===== config.mk =====
export PLATFORM = sky130hd
export DESIGN_NAME = pair_issue_check
export DESIGN_NICKNAME = d
export VERILOG_FILES = /design/src/rtl/pair_issue_pkg.sv /design/src/rtl/pair_slot_class.sv /design/src/rtl/pair_hazard.sv /design/src/rtl/pair_fp_rule.sv /design/src/rtl/pair_rule_prio.sv /design/src/rtl/pair_issue_check.sv
export SDC_FILE = /design/constraint.sdc
export NUM_CORES = 1
export LEC_CHECK = 0
export CORE_UTILIZATION = 26
export CTS_CLUSTER_DIAMETER = 150
export DETAILED_ROUTE_END_ITERATION = 12
export PLACE_DENSITY = 0.89
export SLEW_MARGIN = 10
export SYNTH_ARGS = -nofsm -noshare
export SYNTH_HDL_FRONTEND = slang
export SYNTH_SLANG_ARGS = --single-unit

===== constraint.sdc =====
create_clock -name clk -period 1.1 [get_ports clk]
set_input_delay 0.275 -clock clk [delete_from_list [all_inputs] [get_ports clk]]
set_output_delay 0.275 -clock clk [all_outputs]
set_load 0.02 [all_outputs]

===== src/rtl/pair_issue_pkg.sv =====
`timescale 1ns/1ps
package pair_issue_pkg;

    typedef enum logic [3:0] {
        RSN_PAIRED     = 4'd0,
        RSN_NO_SECOND  = 4'd1,
        RSN_NOT_SIMPLE = 4'd2,
        RSN_PREFIX_V   = 4'd3,
        RSN_IMM_DISP   = 4'd4,
        RSN_RAW        = 4'd5,
        RSN_WAW        = 4'd6,
        RSN_FP_RULE    = 4'd7
    } reason_e;

    // Floating-point classes that may lead an exchange pair form a
    // contiguous range; class 0 marks an integer instruction.
    localparam int FPC_INT   = 0;
    localparam int FPC_FIRST = 1;   // load
    localparam int FPC_LAST  = 8;   // change sign

endpackage


===== src/rtl/pair_slot_class.sv =====
`timescale 1ns/1ps
module pair_slot_class #(
    parameter int FPC_W = 4
) (
    input  logic             simple,
    input  logic [FPC_W-1:0] fpc,
    input  logic             fxch,
    input  logic             imm,
    input  logic             disp,
    output logic             is_fp,
    output logic             int_complex,
    output logic             imm_disp
);
    // A slot is floating-point if it has a class or is the exchange.
    assign is_fp       = fxch | (fpc != '0);
    // The simple rule only constrains integer members.
    assign int_complex = ~is_fp & ~simple;
    assign imm_disp    = imm & disp;
endmodule


===== src/rtl/pair_hazard.sv =====
`timescale 1ns/1ps
module pair_hazard #(
    parameter int REG_W = 8
) (
    input  logic [REG_W-1:0] i0_dst,
    input  logic [REG_W-1:0] i1_src,
    input  logic [REG_W-1:0] i1_dst,
    output logic             raw,
    output logic             waw
);
    logic [REG_W-1:0] raw_bit;
    logic [REG_W-1:0] waw_bit;

    for (genvar g = 0; g < REG_W; g++) begin : g_reg
        assign raw_bit[g] = i0_dst[g] & i1_src[g];
        assign waw_bit[g] = i0_dst[g] & i1_dst[g];
    end

    assign raw = |raw_bit;
    assign waw = |waw_bit;
endmodule


===== src/rtl/pair_fp_rule.sv =====
`timescale 1ns/1ps
module pair_fp_rule
    import pair_issue_pkg::*;
#(
    parameter int FPC_W = 4
) (
    input  logic             any_fp,
    input  logic [FPC_W-1:0] i0_fpc,
    input  logic             i0_fxch,
    input  logic [FPC_W-1:0] i1_fpc,
    input  logic             i1_fxch,
    output logic             fp_fail
);
    logic lead_ok;
    logic exch_ok;

    assign lead_ok = ~i0_fxch
                   & (i0_fpc >= FPC_W'(FPC_FIRST))
                   & (i0_fpc <= FPC_W'(FPC_LAST));
    assign exch_ok = i1_fxch & (i1_fpc == FPC_W'(FPC_INT));
    assign fp_fail = any_fp & ~(lead_ok & exch_ok);
endmodule


===== src/rtl/pair_rule_prio.sv =====
`timescale 1ns/1ps
module pair_rule_prio
    import pair_issue_pkg::*;
(
    input  logic    i1_valid,
    input  logic    not_simple,
    input  logic    v_prefix,
    input  logic    imm_disp,
    input  logic    raw,
    input  logic    waw,
    input  logic    fp_fail,
    output logic    pair,
    output reason_e rsn
);
    always_comb begin
        if (!i1_valid)       rsn = RSN_NO_SECOND;
        else if (not_simple) rsn = RSN_NOT_SIMPLE;
        else if (v_prefix)   rsn = RSN_PREFIX_V;
        else if (imm_disp)   rsn = RSN_IMM_DISP;
        else if (raw)        rsn = RSN_RAW;
        else if (waw)        rsn = RSN_WAW;
        else if (fp_fail)    rsn = RSN_FP_RULE;
        else                 rsn = RSN_PAIRED;
    end

    assign pair = (rsn == RSN_PAIRED);
endmodule


===== src/rtl/pair_issue_check.sv =====
`timescale 1ns/1ps
module pair_issue_check
    import pair_issue_pkg::*;
#(
    parameter int REG_W   = 8,
    parameter int FPC_W   = 4,
    parameter int OUT_REG = 1
) (
    input  logic             clk,
    input  logic             rst_n,
    input  logic             i1_valid,
    input  logic             i0_simple,
    input  logic [FPC_W-1:0] i0_fpc,
    input  logic             i0_fxch,
    input  logic [REG_W-1:0] i0_dst,
    input  logic             i0_imm,
    input  logic             i0_disp,
    input  logic             i1_simple,
    input  logic [FPC_W-1:0] i1_fpc,
    input  logic             i1_fxch,
    input  logic [REG_W-1:0] i1_dst,
    input  logic [REG_W-1:0] i1_src,
    input  logic             i1_imm,
    input  logic             i1_disp,
    input  logic             i1_prefix,
    output logic             pair_issue,
    output logic [3:0]       reason
);
    localparam int SLOTS = 2;

    logic [SLOTS-1:0] simple_v;
    logic [SLOTS-1:0] fxch_v;
    logic [SLOTS-1:0] imm_v;
    logic [SLOTS-1:0] disp_v;
    logic [FPC_W-1:0] fpc_v [SLOTS];

    logic [SLOTS-1:0] is_fp;
    logic [SLOTS-1:0] cplx;
    logic [SLOTS-1:0] immdisp;

    logic    raw;
    logic    waw;
    logic    fp_fail;
    logic    pair_c;
    reason_e rsn_c;

    assign simple_v = {i1_simple, i0_simple};
    assign fxch_v   = {i1_fxch, i0_fxch};
    assign imm_v    = {i1_imm, i0_imm};
    assign disp_v   = {i1_disp, i0_disp};
    assign fpc_v[0] = i0_fpc;
    assign fpc_v[1] = i1_fpc;

    for (genvar s = 0; s < SLOTS; s++) begin : g_slot
        pair_slot_class #(.FPC_W(FPC_W)) u_cls (
            .simple      (simple_v[s]),
            .fpc         (fpc_v[s]),
            .fxch        (fxch_v[s]),
            .imm         (imm_v[s]),
            .disp        (disp_v[s]),
            .is_fp       (is_fp[s]),
            .int_complex (cplx[s]),
            .imm_disp    (immdisp[s])
        );
    end

    pair_hazard #(.REG_W(REG_W)) u_haz (
        .i0_dst (i0_dst),
        .i1_src (i1_src),
        .i1_dst (i1_dst),
        .raw    (raw),
        .waw    (waw)
    );

    pair_fp_rule #(.FPC_W(FPC_W)) u_fp (
        .any_fp  (|is_fp),
        .i0_fpc  (i0_fpc),
        .i0_fxch (i0_fxch),
        .i1_fpc  (i1_fpc),
        .i1_fxch (i1_fxch),
        .fp_fail (fp_fail)
    );

    pair_rule_prio u_prio (
        .i1_valid   (i1_valid),
        .not_simple (|cplx),
        .v_prefix   (i1_prefix),
        .imm_disp   (|immdisp),
        .raw        (raw),
        .waw        (waw),
        .fp_fail    (fp_fail),
        .pair       (pair_c),
        .rsn        (rsn_c)
    );

    if (OUT_REG != 0) begin : g_reg
        logic    pair_q;
        reason_e rsn_q;

        always_ff @(posedge clk or negedge rst_n) begin
            if (!rst_n) begin
                pair_q <= 1'b0;
                rsn_q  <= RSN_NO_SECOND;
            end else begin
                pair_q <= pair_c;
                rsn_q  <= rsn_c;
            end
        end

        assign pair_issue = pair_q;
        assign reason     = rsn_q;
    end else begin : g_comb
        assign pair_issue = pair_c;
        assign reason     = rsn_c;
    end
endmodule


After elaboration in Yosys (flattened, before gate mapping)
Index checks and enable logic that the tools add are counted.
{ "totals": {"register_bits": 5, "input_bits": 44, "word_cells": 53} }
{ "classes": {"magnitude_cmp": 2, "muxes": 7, "bitwise": 33, "n_reduce_logical": 9} }
{ "ops": {"columns": ["operator", "n"], "rows": [
  ["$and A1 B1 Y1", 25],
  ["$mux W4", 6],
  ["$reduce_or A8 Y1", 2],
  ["$logic_not A4 Y1", 2],
  ["$reduce_bool A4 Y1", 2],
  ["$not A1 Y1", 6],
  ["$reduce_or A2 Y1", 3],
  ["$ge A4 B1 Y1 const B", 1],
  ["$le A4 B4 Y1 const B", 1],
  ["$mux W3", 1],
  ["$or A1 B1 Y1", 2]
]} }

Longest topological paths before layout
{ "logic_depth": {"word_depth": 14, "ltp_mapped": 4} }

Cells and area by module
From an unflattened synthesis, not the netlist that was laid out.
{ "unflattened": {"hier_cells": 46, "hier_area_um2": 399.1} }
{ "modules_own_cells": {"columns": ["module", "instances", "cells_per_inst", "area_per_inst_um2", "seq_area_each_um2"], "rows": [
  ["pair_issue_check", 1, 8, 145.1, 126.4],
  ["pair_rule_prio", 1, 14, 81.3, 0.0],
  ["pair_hazard", 1, 10, 72.6, 0.0],
  ["pair_slot_class", 2, 5, 32.5, 0.0],
  ["pair_fp_rule", 1, 4, 35.0, 0.0]
]} }

Worst setup path before layout
No wires, ideal clock.
{ "synth_path": {"path_type": "input -> register", "from": "input port i1_fpc[1]", "to": "register g_reg.pair_q, in the netlist pair_issue", "setup_time_ps": 68, "arrival_ps": 1176, "required_time_ps": 1032, "slack_ps": -144, "cell_stages": 4, "cell_sequence": "nor4_2 nand2b_1 a211oi_2 and4_1"} }
{ "synth_via": {"elab_chain_cells": 13, "elab_cells_between_ends": 19, "classes_between": "mux (7); bitwise (7); reduce/logical (5)"} }
{ "synth_lines": {"columns": ["item", "line_no", "source"], "rows": [
  ["from (decl)", "pair_issue_check.sv:19", "input logic [FPC_W-1:0] i1_fpc,"],
  ["$logic_not A4 Y1", "pair_fp_rule.sv:20", "assign exch_ok = i1_fxch & (i1_fpc == FPC_W'(FPC_INT));"],
  ["$and A1 B1 Y1", "pair_fp_rule.sv:20", null],
  ["$and A1 B1 Y1", "pair_fp_rule.sv:21", "assign fp_fail = any_fp & ~(lead_ok & exch_ok);"],
  ["$not A1 Y1", "pair_fp_rule.sv:21", null],
  ["$and A1 B1 Y1", "pair_fp_rule.sv:21", null],
  ["$mux W3", "pair_rule_prio.sv:22", "else if (fp_fail) rsn = RSN_FP_RULE;"],
  ["$mux W4", "pair_rule_prio.sv:21", "else if (waw) rsn = RSN_WAW;"],
  ["$mux W4", "pair_rule_prio.sv:20", "else if (raw) rsn = RSN_RAW;"],
  ["$mux W4", "pair_rule_prio.sv:19", "else if (imm_disp) rsn = RSN_IMM_DISP;"],
  ["$mux W4", "pair_rule_prio.sv:18", "else if (v_prefix) rsn = RSN_PREFIX_V;"],
  ["$mux W4 (*)", "pair_rule_prio.sv:17", "else if (not_simple) rsn = RSN_NOT_SIMPLE;"],
  ["$mux W4 (*)", "pair_rule_prio.sv:16", "if (!i1_valid) rsn = RSN_NO_SECOND;"],
  ["$logic_not A4 Y1 (*)", "pair_rule_prio.sv:26", "assign pair = (rsn == RSN_PAIRED);"],
  ["named net pair_c", "pair_issue_check.sv:44", "logic pair_c;"],
  ["to (signal assigned)", "pair_issue_check.sv:105", "pair_q <= pair_c;"],
  ["to (decl)", "pair_issue_check.sv:97", "logic pair_q;"]
]} }
The timed path passes the listed nets; every way through them passes the cells marked *.

Worst setup path after layout
{ "layout_path": {"from": "input port i1_dst[4]", "to": "register g_reg.pair_q, in the netlist pair_issue"} }
{ "layout_via": {"elab_chain_cells": 9} }
{ "layout_lines": {"columns": ["item", "line_no", "source"], "rows": [
  ["from (decl)", "pair_issue_check.sv:21", "input logic [REG_W-1:0] i1_dst,"],
  ["$and A1 B1 Y1", "pair_hazard.sv:16", "assign waw_bit[g] = i0_dst[g] & i1_dst[g];"],
  ["$reduce_or A8 Y1", "pair_hazard.sv:20", "assign waw = |waw_bit;"],
  ["$mux W4", "pair_rule_prio.sv:21", null],
  ["$mux W4", "pair_rule_prio.sv:20", null],
  ["$mux W4", "pair_rule_prio.sv:19", null],
  ["$mux W4", "pair_rule_prio.sv:18", null],
  ["$mux W4", "pair_rule_prio.sv:17", null],
  ["$mux W4", "pair_rule_prio.sv:16", null],
  ["$logic_not A4 Y1", "pair_rule_prio.sv:26", null],
  ["named net pair_c", "pair_issue_check.sv:44", null]
]} }
The timed path passes the listed nets, and every way through them passes these cells.

==> metrics.md <==
| Metric | Value |
|---|---|
| Gate power share | approximately 40% |
| Worst path buffer plus inverter count | 1 |
| Synthesized flop and latch total | 4 |
| Main combinational cell family by area after synthesis | compound AO/OA/AOI/OAI gates |
| Gpl congestion | between 0.6 and 0.7 |
| I/O Pins | approximately 50 |
| Fmax achieved | between 0.8 and 0.9 GHz |
| Max incr delay on CP | 0.26 ns |
| Endpoints failing hold | 0 |
| Tmin final | between 1 and 1.5 ns |
| Unrepaired setup endpoints after global routing | yes |
| Tcrit/Tclk final | 105% |
| Status | finished with violations |
| P_int | between 400 and 500 uW |
| Vias/cell | 5.03 |
| Max-cap violations | 0 |
| Cells after Synth | 40 |
| Final Setup Violations | 4 |
| Cells along the critical path | dlygate4sd2_1, a22oi_1, nand4_1, a211oi_2, and4_1 |
| Worst vdd ir | 0.360 mV |
| Synth unique cells | 24 |
| Die X | around 40 um |
| Top FF cell, synth | dfrtp_1 |
| Final ANT Viol Nets | 0 |
| DRC | 0 |
| Initial antenna violation count | 0 |
| Ys Warns | 0 |
| Nets | about 140 |
| Asr flop ratio synth | 100% |
| Placed cells | about 110 |
| Vias in the first global route | about 530 |
| PwrDens | roughly 700 nW/um^2 |
| Syn_area_per_cell | about 9.3 sq um |
| Worst Setup End Kind | flop |
| Setup WS post-layout | -0.0593 ns |
| Seq/Total Area, Yosys | 27.3% |
| Mapped Area | roughly 370 sq um |
| Area grow syn2layout | 130% |
| Critical path launch point type | input port |
| Clock network power share | about 34% |
| Vias | ~560 |
| Post-place instance area | 898 sq um |
| CTS root buf | clkbuf_4 |
| Crit Path Max Fanout | 3 |
| Die height | ~40 um |
| Max Buffers Root-to-Sink | 2 |
| CTS tree | yes |
| Post-Synth Simple-Gate Area | approximately 28% |
| Cell Rows | 13 |
| CP max-delay cell | a211oi_2 |
| H-Tree Depth | 1 |
| Most common cell in the synthesized netlist | a22oi_1 |
| Pleak | about 0.41 nW |
| Initial Utilization | about 28% |
| WL/cell | between 10 and 15 um |
| CP delay by family, top | compound AO/OA/AOI/OAI gates |
| Nets in the synthesized netlist | 84 |
| Buffers on Ports | between 40 and 50 |
| Drt pass-1 iters | 4 |
| Pin count of the biggest net entering global routing | 5 |
| Seq pwr share | between 20% and 30% |
| Compound-Gate Fraction of Synth Area | roughly 39% |
| Detailed Route WL | around 1.4 mm |
| Post-synth top cells | 8 x a22oi_1, 3 x dfrtp_1, 3 x nand2b_1, 3 x nor2_1 |
| Die area | between 1500 and 2000 sq um |
| Switch share | 27.4% |
| Number of buffers created by CTS | 3 |
| Arrival time at the worst endpoint | between 1 and 1.5 ns |
| DR iter-0 viols | 8 |
| Final cell count without fillers | ~110 |
| Clock sink count | 4 |
| Yosys top cell by area | dfrtp_1 |
| Pins Over Slew Limit | 0 |
| Design area | between 800 and 900 sq um |
| Net Sw Power | about 160 uW |
| Total power | 599 uW |
| Post-synthesis mux area share | 0% |
| Top post-synthesis cells by area | dfrtp_1 20%, a22oi_1 16%, dfstp_2 7.1% |
| Violated checks | negative setup slack |
| First-pass GRT wire length | around 2 mm |
| Share of the synthesized area in the top cell type | around 20% |
| Remaining Overflow, GRT | 0 |
| GRT Total Usage | around a fifth |
| Adder-cell area share of the yosys netlist | 0% |
| WP data required | between 1 and 1.5 ns |
| Layout cells sized above 1 | a little over half |
| Core Area | 1320 sq um |
| Crit path kind | in -> reg |
| Min-delay worst type | in -> async |
| XOR/XNOR Fraction of Synth Area | 0% |
| EDFF count, synth | 0 |
| Util after Layout | approximately 65% |
| Clock-pin transition on the worst setup and hold timing paths | ~0.04 ns |
| Antenna Cells | 0 |
==> final cells by class <==
class	count	area, sq um
clock buffer	4	26.3
sequential	4	101
tap	15	18.8
timing repair buffer	54	415
fill	115	462
inverter	2	7.51
multi-input combinational	33	287
==> registers in the layout (all words and copies together) (netlist names) <==
signal	flops
pair_issue	1
reason	3
==> worst max path at each step <==
stage	slack (ns)	end	from	cells after the start
6_report	-0.06	pair_issue$_DFF_PN0_	i1_dst[4]	5
5_1_grt	-0.12	pair_issue$_DFF_PN0_	i0_fpc[2]	5
4_1_cts	-0.06	pair_issue$_DFF_PN0_	i0_fpc[2]	5
3_5_place_dp	-0.70	reason[1]$_DFF_PN0_	i0_fpc[0]	5
3_3_place_gp	-0.65	reason[1]$_DFF_PN0_	i0_fpc[0]	5
2_1_floorplan	-0.14	reason[1]$_DFF_PN0_	i0_fpc[0]	4
==> what timing repair did <==
item,in CTS,in global routing
pin swaps,22,9
endpoints found under the setup margin,8,5
hold buffers,0,0
buffers inserted,0,1
resized for setup,106,38
==> layer usage <==
layer / share of wire, % / global-route usage [%] / wire length, um / vias up
met5: 0 / 0 / 0 / -
met4: 0 / 5.17 / 0 / 0
met3: 8.2 / 3.41 / 112 / 0
met2: 57 / 40.2 / 782 / 32
met1: 35 / 18.2 / 474 / 253
li1: - / - / - / 278
==> power by group through the flow <==
| stage | registers, mW | logic (mW) | clock network, mW |
|---|---|---|---|
| floorplan | 0.170 | 0.0588 | 0 |
| global placement | 0.160 | 0.266 | 0 |
| detailed placement | 0.160 | 0.272 | 0 |
| CTS | 0.159 | 0.232 | 0.208 |
| global route | 0.159 | 0.259 | 0.216 |
| finish | 0.158 | 0.239 | 0.202 |
==> logic make-up (layout without fill, tap and decap cells) <==
family / Yosys count / after routing
buffers and inverters: 3 / 60
flip-flops: 4 / 4
other: 1 / 1
AO/OA/AOI/OAI: 18 / 18
AND/OR/NAND/NOR: 14 / 14
==> per-stage QoR <==
step | worst slack [ns] | TNS [ns] | hold WS (ns)
2_1_floorplan | -0.140 | -0.351 | -0.0206
3_3_place_gp | -0.649 | -2.97 | 0.484
3_5_place_dp | -0.697 | -3.12 | 0.487
4_1_cts | -0.0584 | -0.143 | 0.237
5_1_grt | -0.125 | -0.332 | 0.249
6_report | -0.0593 | -0.159 | 0.234
==> cells in the final DEF (no fill, tap or decap) <==
cell type and instances:
a211oi_2 1, a21oi_1 2, a221oi_1 1, a222oi_1 1, a22o_1 1, a22oi_1 5, a22oi_2 3, and4_1 1
buf_2 7, buf_4 7, buf_6 6, buf_8 1, clkbuf_1 1, clkbuf_2 15, clkbuf_4 3, clkdlybuf4s15_1 8
clkdlybuf4s50_1 2, conb_1 1, dfrtp_1 3, dfstp_2 1, dlygate4sd2_1 8, inv_1 2, nand2_1 1, nand2b_1 3
nand2b_2 1, nand3b_1 1, nand4_1 2, nor2_2 3, nor4_4 2, o211ai_1 1, o21ai_1 1, o31ai_1 1
o41ai_2 1
Power figures use the tool's default switching activity.
